**config.mk**
```make
export PLATFORM = sky130hd
export DESIGN_NAME = lockmgr_top
export DESIGN_NICKNAME = d
export VERILOG_FILES = /design/src/rtl/lockmgr_pkg.sv /design/src/rtl/lm_lookup.sv /design/src/rtl/lm_wait_fifo.sv /design/src/rtl/lockmgr_top.sv
export SDC_FILE = /design/constraint.sdc
export NUM_CORES = 1
export LEC_CHECK = 0
export ABC_AREA = 1
export ABC_CLOCK_PERIOD_IN_PS = 4900
export CORE_AREA = 2 2 168 170
export CTS_BUF_LIST = sky130_fd_sc_hd__clkbuf_16
export DETAILED_ROUTE_END_ITERATION = 16
export DIE_AREA = 0 0 170 172
export SYNTH_ARGS = -nofsm -noshare
export SYNTH_HDL_FRONTEND = slang
export SYNTH_SLANG_ARGS = --single-unit
```
**constraint.sdc**
```tcl
create_clock -name clk -period 4.9 [get_ports clk]
set_clock_uncertainty 0.05 [all_clocks]
set_input_delay 0.98 -clock clk [delete_from_list [all_inputs] [get_ports clk]]
set_output_delay 0.98 -clock clk [all_outputs]
set_load 0.02 [all_outputs]
```
**src/rtl/lockmgr_pkg.sv**
```systemverilog
// Package: shared request and response encodings of the lock manager.
package lockmgr_pkg;
    typedef enum logic {
        OP_ACQUIRE = 1'b0,
        OP_RELEASE = 1'b1
    } lm_op_e;

    typedef enum logic {
        RSP_RETRY = 1'b0,
        RSP_GRANT = 1'b1
    } lm_rsp_e;
endpackage

```
**src/rtl/lm_lookup.sv**
```systemverilog
// Module: lm_lookup
// Associative search of the lock table. It reports the entry that holds the
// lock identifier (if any) and the lowest-numbered free entry.
// Assumes: the table never holds one identifier in two valid entries.
module lm_lookup #(
    parameter int ENTRIES = 4,
    parameter int LOCK_W  = 8,
    localparam int SLOT_W = (ENTRIES > 1) ? $clog2(ENTRIES) : 1
) (
    input  logic                            clk,
    input  logic                            rst_n,
    input  logic [ENTRIES-1:0]              ent_valid,
    input  logic [ENTRIES-1:0][LOCK_W-1:0]  ent_id,
    input  logic [LOCK_W-1:0]               key,
    output logic                            hit,
    output logic [SLOT_W-1:0]               hit_idx,
    output logic                            free_avail,
    output logic [SLOT_W-1:0]               free_idx
);
    logic [ENTRIES-1:0] match;

    // Compare the key against every valid entry.
    generate
        for (genvar g = 0; g < ENTRIES; g++) begin : g_cmp
            assign match[g] = ent_valid[g] && (ent_id[g] == key);
        end
    endgenerate

    // Encode the matching entry and pick the lowest free entry.
    always_comb begin
        hit        = 1'b0;
        hit_idx    = '0;
        free_avail = 1'b0;
        free_idx   = '0;
        for (int i = ENTRIES - 1; i >= 0; i--) begin
            if (match[i]) begin
                hit     = 1'b1;
                hit_idx = SLOT_W'(i);
            end
            if (!ent_valid[i]) begin
                free_avail = 1'b1;
                free_idx   = SLOT_W'(i);
            end
        end
    end

    // a lock identifier occupies at most one entry.
    assert_unique_id_R7: assert property (@(posedge clk) disable iff (!rst_n)
        $onehot0(match));
endmodule

```
**src/rtl/lm_wait_fifo.sv**
```systemverilog
// Module: lm_wait_fifo
// Queue of waiting core numbers for one lock entry, kept in arrival order.
// Assumes: push and pop never occur in the same cycle, push only when not
// full, pop only when not empty.
module lm_wait_fifo #(
    parameter int DEPTH  = 4,
    parameter int CORE_W = 3,
    localparam int PTR_W = (DEPTH > 1) ? $clog2(DEPTH) : 1,
    localparam int CNT_W = $clog2(DEPTH + 1)
) (
    input  logic              clk,
    input  logic              rst_n,
    input  logic              push,
    input  logic [CORE_W-1:0] push_core,
    input  logic              pop,
    output logic [CORE_W-1:0] head,
    output logic              empty,
    output logic              full
);
    logic [DEPTH-1:0][CORE_W-1:0] slots;
    logic [PTR_W-1:0]             rd_ptr, wr_ptr;
    logic [CNT_W-1:0]             count;

    assign head  = slots[rd_ptr];
    assign empty = (count == '0);
    assign full  = (count == CNT_W'(DEPTH));

    // Advance pointers and occupancy on push or pop.
    always_ff @(posedge clk) begin
        if (!rst_n) begin
            rd_ptr <= '0;
            wr_ptr <= '0;
            count  <= '0;
        end else if (push) begin
            wr_ptr <= (wr_ptr == PTR_W'(DEPTH - 1)) ? '0 : wr_ptr + 1'b1;
            count  <= count + 1'b1;
        end else if (pop) begin
            rd_ptr <= (rd_ptr == PTR_W'(DEPTH - 1)) ? '0 : rd_ptr + 1'b1;
            count  <= count - 1'b1;
        end
    end

    // Store the pushed core number.
    always_ff @(posedge clk) begin
        if (push) slots[wr_ptr] <= push_core;
    end

    // the manager never pushes into a full queue.
    assert_no_overflow_R8: assert property (@(posedge clk) disable iff (!rst_n)
        push |-> !full);
    // the manager never pops an empty queue.
    assert_no_underflow_R4: assert property (@(posedge clk) disable iff (!rst_n)
        pop |-> !empty);
endmodule

```
**src/rtl/lockmgr_top.sv**
```systemverilog
// Module: lockmgr_top
// Central lock manager. It serves one acquire or release request per cycle.
// Grants and retries leave through a registered response port one cycle
// after the request. Per-entry FIFOs hold waiters. A dropped release and a
// two-party deadlock each raise a one-cycle flag.
// Assumes: a queued core issues no further requests until it is granted.
module lockmgr_top #(
    parameter int NUM_CORES = 8,
    parameter int ENTRIES   = 4,
    parameter int QDEPTH    = 4,
    parameter int LOCK_W    = 8,
    localparam int CORE_W   = (NUM_CORES > 1) ? $clog2(NUM_CORES) : 1,
    localparam int SLOT_W   = (ENTRIES > 1) ? $clog2(ENTRIES) : 1
) (
    input  logic              clk,
    input  logic              rst_n,
    input  logic              req_valid,
    input  logic              req_op,
    input  logic [CORE_W-1:0] req_core,
    input  logic [LOCK_W-1:0] req_lock,
    output logic              rsp_valid,
    output logic              rsp_grant,
    output logic [CORE_W-1:0] rsp_core,
    output logic [LOCK_W-1:0] rsp_lock,
    output logic              err_release,
    output logic              deadlock
);
    import lockmgr_pkg::*;

    // Lock table state.
    logic [ENTRIES-1:0]             ent_valid;
    logic [ENTRIES-1:0][LOCK_W-1:0] ent_id;
    logic [ENTRIES-1:0][CORE_W-1:0] ent_owner;

    // Per-core waiting record.
    logic [NUM_CORES-1:0]             wait_vld;
    logic [NUM_CORES-1:0][SLOT_W-1:0] wait_slot;

    // Lookup results.
    logic              hit, free_avail;
    logic [SLOT_W-1:0] hit_idx, free_idx;

    // Queue interface.
    logic [ENTRIES-1:0]             q_push, q_pop, q_empty, q_full;
    logic [ENTRIES-1:0][CORE_W-1:0] q_head;

    // Decisions for this cycle.
    logic              do_alloc, do_push, do_pop, do_free, bad_rel, dl_hit;
    logic              nx_rsp_valid, nx_rsp_grant;
    logic [CORE_W-1:0] nx_rsp_core, cur_owner, hand_core;
    logic              hit_empty, hit_full;

    lm_lookup #(.ENTRIES(ENTRIES), .LOCK_W(LOCK_W)) lookup_i (
        .clk        (clk),
        .rst_n      (rst_n),
        .ent_valid  (ent_valid),
        .ent_id     (ent_id),
        .key        (req_lock),
        .hit        (hit),
        .hit_idx    (hit_idx),
        .free_avail (free_avail),
        .free_idx   (free_idx)
    );

    generate
        for (genvar g = 0; g < ENTRIES; g++) begin : g_q
            assign q_push[g] = do_push && (hit_idx == SLOT_W'(g));
            assign q_pop[g]  = do_pop  && (hit_idx == SLOT_W'(g));
            lm_wait_fifo #(.DEPTH(QDEPTH), .CORE_W(CORE_W)) fifo_i (
                .clk       (clk),
                .rst_n     (rst_n),
                .push      (q_push[g]),
                .push_core (req_core),
                .pop       (q_pop[g]),
                .head      (q_head[g]),
                .empty     (q_empty[g]),
                .full      (q_full[g])
            );
        end
    endgenerate

    assign cur_owner = ent_owner[hit_idx];
    assign hand_core = q_head[hit_idx];
    assign hit_empty = q_empty[hit_idx];
    assign hit_full  = q_full[hit_idx];

    // Two-party cycle: the owner we now wait on itself waits on a lock we own.
    assign dl_hit = wait_vld[cur_owner] && (ent_owner[wait_slot[cur_owner]] == req_core);

    // Decide the table action and the response for the current request.
    always_comb begin
        do_alloc     = 1'b0;
        do_push      = 1'b0;
        do_pop       = 1'b0;
        do_free      = 1'b0;
        bad_rel      = 1'b0;
        nx_rsp_valid = 1'b0;
        nx_rsp_grant = RSP_RETRY;
        nx_rsp_core  = req_core;
        if (req_valid) begin
            if (req_op == OP_ACQUIRE) begin
                if (!hit) begin
                    nx_rsp_valid = 1'b1;
                    if (free_avail) begin
                        do_alloc     = 1'b1;
                        nx_rsp_grant = RSP_GRANT;
                    end
                end else if (cur_owner == req_core || hit_full) begin
                    nx_rsp_valid = 1'b1;
                end else begin
                    do_push = 1'b1;
                end
            end else begin
                if (!hit || cur_owner != req_core) begin
                    bad_rel = 1'b1;
                end else if (hit_empty) begin
                    do_free = 1'b1;
                end else begin
                    do_pop       = 1'b1;
                    nx_rsp_valid = 1'b1;
                    nx_rsp_grant = RSP_GRANT;
                    nx_rsp_core  = hand_core;
                end
            end
        end
    end

    // Update lock table entries.
    always_ff @(posedge clk) begin
        if (!rst_n) begin
            ent_valid <= '0;
            ent_id    <= '0;
            ent_owner <= '0;
        end else if (do_alloc) begin
            ent_valid[free_idx] <= 1'b1;
            ent_id[free_idx]    <= req_lock;
            ent_owner[free_idx] <= req_core;
        end else if (do_free) begin
            ent_valid[hit_idx] <= 1'b0;
        end else if (do_pop) begin
            ent_owner[hit_idx] <= hand_core;
        end
    end

    // Track which entry each queued core waits on.
    always_ff @(posedge clk) begin
        if (!rst_n) begin
            wait_vld  <= '0;
            wait_slot <= '0;
        end else if (do_push) begin
            wait_vld[req_core]  <= 1'b1;
            wait_slot[req_core] <= hit_idx;
        end else if (do_pop) begin
            wait_vld[hand_core] <= 1'b0;
        end
    end

    // Register responses and flags.
    always_ff @(posedge clk) begin
        if (!rst_n) begin
            rsp_valid   <= 1'b0;
            rsp_grant   <= 1'b0;
            rsp_core    <= '0;
            rsp_lock    <= '0;
            err_release <= 1'b0;
            deadlock    <= 1'b0;
        end else begin
            rsp_valid   <= nx_rsp_valid;
            rsp_grant   <= nx_rsp_grant;
            rsp_core    <= nx_rsp_core;
            rsp_lock    <= req_lock;
            err_release <= bad_rel;
            deadlock    <= do_push && dl_hit;
        end
    end

    // Check that a granted core is recorded as owner of the granted lock.
    logic grant_owner_ok;
    always_comb begin
        grant_owner_ok = 1'b0;
        for (int i = 0; i < ENTRIES; i++) begin
            if (ent_valid[i] && ent_id[i] == rsp_lock && ent_owner[i] == rsp_core)
                grant_owner_ok = 1'b1;
        end
    end

    assert_grant_owner_R2: assert property (@(posedge clk) disable iff (!rst_n)
        (rsp_valid && rsp_grant) |-> grant_owner_ok);
    assert_err_silent_R6: assert property (@(posedge clk) disable iff (!rst_n)
        err_release |-> !rsp_valid);
    assert_dl_queued_R10: assert property (@(posedge clk) disable iff (!rst_n)
        deadlock |-> !rsp_valid);
    assert_flags_pulse_R6: assert property (@(posedge clk) disable iff (!rst_n)
        (err_release && deadlock) == 1'b0);
endmodule

```
==> results.cfg, run 1 <==
[synth]
syn-num-nets = 1138
syn-cell-area_um2 = 8167
syn_inst = 1099
synth_seq_area_share_pct = 45.84
ys_types = 39
syn_area_per_cell_um2 = 7.431
ys.warnings.count = 0
synth-seq-cells = 163

[floorplan]
fp.dieH_um = 172
start_util_pct = 29.72
coreArea_um2 = 27480
ios = 30
die_w_um = 170
rows = 61
fp.dieArea_um2 = 29240

[route]
drc_errors = 0
ant_nets = 0
drtIter0Drc = 830
vias = 7243
wl_um = 21550
viasPerCell = 4.832
avgRoutedWirePerCell_um = 14.37
first_pass_iters = 7

[global_route]
grt_max_degree = 44
grt_use_met1_pct = 20.68
grt_pass1_wl_um = 35030
grt_overflow = 0
grt.total_usage_pct = 15.38
gr-usage-met2_pct = 25.00
grt_antenna_before_repair = 0
use_met3_pct = 2.884
top_usage_layer = met2
grt_pass1_vias = 6821

[finish]
syn_to_final_growth_pct = 15.89
nets = 1179
register_area_um2 = 3744
diodes = 0
multi_input_area_um2 = 3685
drive_gt1_share_pct = 7.199
post-route-util_pct = 34.44
fin_cells = 1499
n_fill_cell = 2888

[setup_path]
worstPathRequired_ns = 5.14
cp.arrival_ns = 4.41
critical_path_class = in2reg
critPathMaxFanout = 9
end_kind = flop
startpoint_type = input port

[placement]
place_inst = 1467
pre_cts_slack_ns = 0.3490
place_congestion = 0.9249
io_buffers = 29
dp_hpwl_um = 15500

[sta]
tightest_slew_ns = 0.8667
whs_ns = 0.4282
setup_ws_ns = 0.7231
tns_ns = 0
rsz0062_at_grt = false
timing.fmax_mhz = 239.4
hold_viol = 0
maxSlewHeadroom_pct = 42.16
finalCritPeriodShare_pct = 85.24
setup_violations = 0
drv_slew = 0
min_period_ns = 4.177

[outcome]
status = finished clean

[clock_tree]
htreeDepth = 4
clkTransAtPathRegs_ns = 0.07
clockBufferDepth = 2
hold_buffers = 0
insertion_delay_ns = 0.43
cts_setup_buffers = 0
cts_resized = 0
ctsRootBufferMaster = clkbuf_16
cts_tree = done
cts_num_sinks = 163
numCtsBuffers = 17

[power_and_ir_drop]
p_leak_nw = 3.997
max-vdd-ir-drop_v = 0.0002447
p_per_area_nw_per_um2 = 303.5

[hold_path]
min_path_type = reg2reg

[flow_run]
cap_violations = 0
-- registers in the layout, summed over array words and instances (netlist names), 12 cells and up --
signal            flops
ent_id               32
g_q.fifo_i.slots     48
ent_owner            12
g_q.fifo_i.count     12
wait_slot            16
-- worst paths after layout --
| check | cells past startpoint | start | slack (ns) | end |
|---|---|---|---|---|
| max | 27 | req_lock[6] | 0.72 | g_q[3].fifo_i.count[2] |
| min reg2reg | 2 | ent_id[5] | 0.43 | ent_id[5] |
| min | 2 | ent_id[5] | 0.43 | ent_id[5] |
| max reg2reg | 24 | ent_valid[0] | 1.60 | g_q[3].fifo_i.count[2] |
-- routing by layer --
metal	wire length, um	share of wire [%]	up-vias
li1	-	-	3702
met1	10100	47	3284
met2	9846	46	225
met3	1277	5.9	32
met4	320	1.5	0
met5	0	0	-
-- worst max-delay path, stage by stage --
cell and delay [ns]:
clkdlybuf4s50_1 0.69, inv_1 0.20, nand2_1 0.11, nand2_1 0.10, nand2_1 0.09, nor2_1 0.04, nand3_1 0.12, nand2_1 0.10
nand2_2 0.21, nand3_2 0.18, nand3_1 0.15, nand2_1 0.06, nand2_1 0.07, inv_2 0.05, nand3_4 0.10, nand3_2 0.13
inv_1 0.14, nand2_1 0.11, nor2_1 0.10, a21oi_1 0.05, ha_1 0.19, inv_1 0.07, nand3_1 0.10, nand3_1 0.10
nand2_1 0.05, nor2_1 0.09, nor2_1 0.04
-- synthesized netlist by cell type (all sizes together) --
library cell	instances	area (um^2)
nor3	6	41.29
and3	1	6.260
o21ai	129	645.6
clkbuf	21	78.83
nor2b	1	6.260
a21oi	113	569.3
xor2	4	35.03
nand4	23	150.1
nor4	2	12.51
o22ai	12	75.07
dfxtp	115	2302
o21a	2	15.01
xnor2	3	26.28
o31ai	1	7.510
nor2	113	431.7
o221ai	1	8.760
a32oi	3	26.28
nand3	60	352.8
edfxtp	48	1441
nand2	240	923.4
a21boi	2	15.02
a211oi	4	30.03
buf	8	51.29
ha	24	300.3
or3	1	6.260
inv	162	608.1
-- layout make-up --
cell class	instances	area share, %
multi-input combinational	745	38.93
sequential	163	39.56
tap	346	4.574
inverter	162	6.425
timing repair buffer	51	4.759
clock buffer	17	4.495
clock inverter	15	1.256
-- power breakdown --
| group | switching [mW] | internal, mW |
|---|---|---|
| registers | 0.00854 | 1.40 |
| logic | 0.134 | 0.0670 |
| clock network | 0.566 | 0.695 |
| total | 0.708 | 2.16 |
-- logic make-up (layout without fill, tap and decap cells) --
group | after synthesis | count (layout) | synth area share, %
flip-flops | 163 | 163 | 45.84
XOR/XNOR | 7 | 7 | 0.7507
buffers and inverters | 191 | 245 | 9.039
AO/OA/AOI/OAI | 267 | 267 | 17.05
adder cells (fa/ha/maj) | 24 | 24 | 3.677
AND/OR/NAND/NOR | 447 | 447 | 23.64
-- cell usage in the layout, fill, tap and decap left out, types with 2 or more instances in the layout --
cell,instances
a211oi_1,4
a21oi_1,112
a32oi_1,3
buf_4,22
clkbuf_16,17
clkdlybuf4s50_1,28
clkinv_4,2
clkinvlp_4,2
dfxtp_1,115
edfxtp_1,48
ha_1,24
inv_1,155
inv_2,11
inv_6,3
nand2_1,233
nand2_2,6
nand3_1,51
nand3_2,8
nand4_1,22
nor2_1,110
nor2_2,3
nor3_1,5
nor4_1,2
o21a_1,2
o21ai_0,127
o21ai_1,2
o22ai_1,12
xnor2_1,3
xor2_1,4
-- metrics by stage --
| step | area, um^2 | power [mW] |
|---|---|---|
| finish | 9464 | 2.872 |
| CTS | 9464 | 2.898 |
| floorplan | 8167 | 1.564 |
| global route | 9464 | 2.979 |
| detailed placement | 8920 | 1.641 |
| global placement | 8920 | 1.641 |
Note: power is estimated with default switching activity, not from simulation.
==> run 2, diff against run 1 <==
--- a/config.mk
+++ b/config.mk
@@ -11,6 +11,7 @@
 export CTS_BUF_LIST = sky130_fd_sc_hd__clkbuf_16
 export DETAILED_ROUTE_END_ITERATION = 16
 export DIE_AREA = 0 0 170 172
+export SKIP_LAST_GASP = 1
 export SYNTH_ARGS = -nofsm -noshare
 export SYNTH_HDL_FRONTEND = slang
 export SYNTH_SLANG_ARGS = --single-unit
==> results of run 2 <==
No change in the layout: final DEF, timing and power equal those of run 1.
==> run 3, diff against run 2 <==
--- a/config.mk
+++ b/config.mk
@@ -7,10 +7,10 @@
 export LEC_CHECK = 0
 export ABC_AREA = 1
 export ABC_CLOCK_PERIOD_IN_PS = 4900
-export CORE_AREA = 2 2 168 170
-export CTS_BUF_LIST = sky130_fd_sc_hd__clkbuf_16
+export CORE_AREA = 8 8 174 176
+export CTS_BUF_LIST = sky130_fd_sc_hd__clkbuf_2
 export DETAILED_ROUTE_END_ITERATION = 16
-export DIE_AREA = 0 0 170 172
+export DIE_AREA = 0 0 182 184
 export SKIP_LAST_GASP = 1
 export SYNTH_ARGS = -nofsm -noshare
 export SYNTH_HDL_FRONTEND = slang
==> run 3 against run 2 <==
Compared with the run above: clock power shrank 44%; critical path type unchanged; non-clock buffer count shrank 1; sequential cell count is the same; highest routed layer unchanged.
==> results.cfg, run 3 (same netlist as run 1, synthesis figures left out) <==
[outcome]
status = finished clean

[floorplan]
fp.dieArea_um2 = 33490
start_util_pct = 29.72
fp.dieH_um = 184
rows = 61
die_w_um = 182
ios = 30
coreArea_um2 = 27480

[sta]
drv_slew = 0
setup_violations = 0
tns_ns = 0
rsz0062_at_grt = false
tightest_slew_ns = 0.8713
hold_viol = 0
maxSlewHeadroom_pct = 41.85
timing.fmax_mhz = 257.8
finalCritPeriodShare_pct = 79.17
setup_ws_ns = 1.021
min_period_ns = 3.879

[power_and_ir_drop]
max-vdd-ir-drop_v = 0.0001527
switching_share_pct = 28.23
p_leak_nw = 3.862
power.switching_uw = 656.6
p_per_area_nw_per_um2 = 254.7
p_total_mw = 2.326
p_comb_share_pct = 8.7
clkPwrFrac_pct = 30.6
seqPwrFrac_pct = 60.8
p_int_mw = 1.669

[setup_path]
slowest_stage = clkdlybuf4s50_1
cp_cell_sequence = clkdlybuf4s50_1, inv_1, o21ai_0, nor2_1, nand3_1, nor2_1, nor2_1, nand2_2, nand3_2, nand3_2, buf_4, inv_1, nand3_1, nand3_1, nand2_1, o21ai_0, nand2_1, nand2_1, nand2_1, nand2_1, nand2_1, nor2_1
worstPathRequired_ns = 5.51
critical_path_class = in2reg
critPathMaxFanout = 14
rrSetupSlack_ns = 1.49
end_kind = flop
startpoint_type = input port
cp.arrival_ns = 4.49
crit_top_cell = nand2_1
max_stage_delay_ns = 0.66

[finish]
post-route-util_pct = 33.24
reg_top3 = g_q.fifo_i.slots x48, ent_id x32, wait_slot x16
final_common_cell = nand2_1
final_cell_mix = 233 x nand2_1, 151 x inv_1, 127 x o21ai_0
nets = 1178
syn_to_final_growth_pct = 11.84
largest_reg_flops = 48
fin_cells = 1500
drive_gt1_share_pct = 7.552
regMostFlops = g_q.fifo_i.slots

[placement]
place_congestion = 0.8877
pre_cts_slack_ns = 0.2483
dp_hpwl_um = 15520
io_buffers = 29
place_inst = 1466

[clock_tree]
htreeDepth = 4
insertion_delay_ns = 0.77
cts_num_sinks = 163
cts_tree = done
ctsRootBufferMaster = clkbuf_2
hold_buffers = 0
clkTransAtPathRegs_ns = 0.24
cts_setup_buffers = 0
cts_resized = 0
numCtsBuffers = 17
clockBufferDepth = 2

[global_route]
grt.total_usage_pct = 12.77
grt_pass1_wl_um = 34330
grt_max_degree = 58
grt_antenna_before_repair = 1
grt_overflow = 0
grt_pass1_vias = 6780

[route]
drc_errors = 0
ant_nets = 0
first_pass_iters = 5
avgRoutedWirePerCell_um = 14.06
drtIter0Drc = 498
viasPerCell = 4.792
wl_um = 21090
vias = 7188

[hold_path]
min_path_type = reg2reg

[flow_run]
cap_violations = 0
==> run 3: path summary, 6_finish.rpt <==
| kind | startpoint | endpoint | cells past startpoint |
|---|---|---|---|
| worst max-delay path | req_lock[6] | deadlock | 22 |
| worst min-delay path | ent_id[5] | ent_id[5] | 2 |
| worst max register to register | ent_valid[0] | deadlock | 21 |
| worst min register to register | ent_id[5] | ent_id[5] | 2 |
==> run 3: metal layers <==
| metal | vias up | wire length [um] | GRT usage [%] |
|---|---|---|---|
| met1 | 3284 | 10320 | 16.94 |
| li1 | 3691 | - | - |
| met5 | - | 0 | 0 |
| met3 | 26 | 1148 | 2.905 |
| met2 | 187 | 9272 | 20.26 |
| met4 | 0 | 342 | 4.198 |
==> run 3: stage by stage <==
| step | hold slack (ns) | area, um^2 |
|---|---|---|
| after CTS | 0.4397 | 9129 |
| after floorplan | 0.3914 | 8167 |
| final | 0.4377 | 9134 |
| after detailed placement | 0.4138 | 8912 |
| after global routing | 0.4599 | 9134 |
| after global placement | 0.4053 | 8912 |
==> run 3: power groups by stage <==
stage / Combinational, mW / Sequential, mW / Clock, mW
floorplan: 0.118 / 1.45 / 0
global placement: 0.200 / 1.44 / 0
detailed placement: 0.200 / 1.44 / 0
CTS: 0.201 / 1.41 / 0.741
global route: 0.225 / 1.42 / 0.790
finish: 0.201 / 1.41 / 0.711
==> run 3: layout make-up <==
| class | count | area, um^2 |
|---|---|---|
| Antenna cell | 2 | 5.005 |
| Clock buffer | 18 | 90.09 |
| Timing Repair Buffer | 50 | 442.9 |
| Multi-Input combinational cell | 745 | 3685 |
| Fill cell | 2955 | 18340 |
| Inverter | 162 | 608.1 |
| Tap cell | 346 | 432.9 |
| Clock inverter | 14 | 126.4 |
| Sequential cell | 163 | 3744 |
==> run 3: worst max-delay path, delay by kind of cell <==
kind            cells  cell delay, ns
simple gates       16            1.85
compound gates      2            0.45
buf+inv             4            1.21
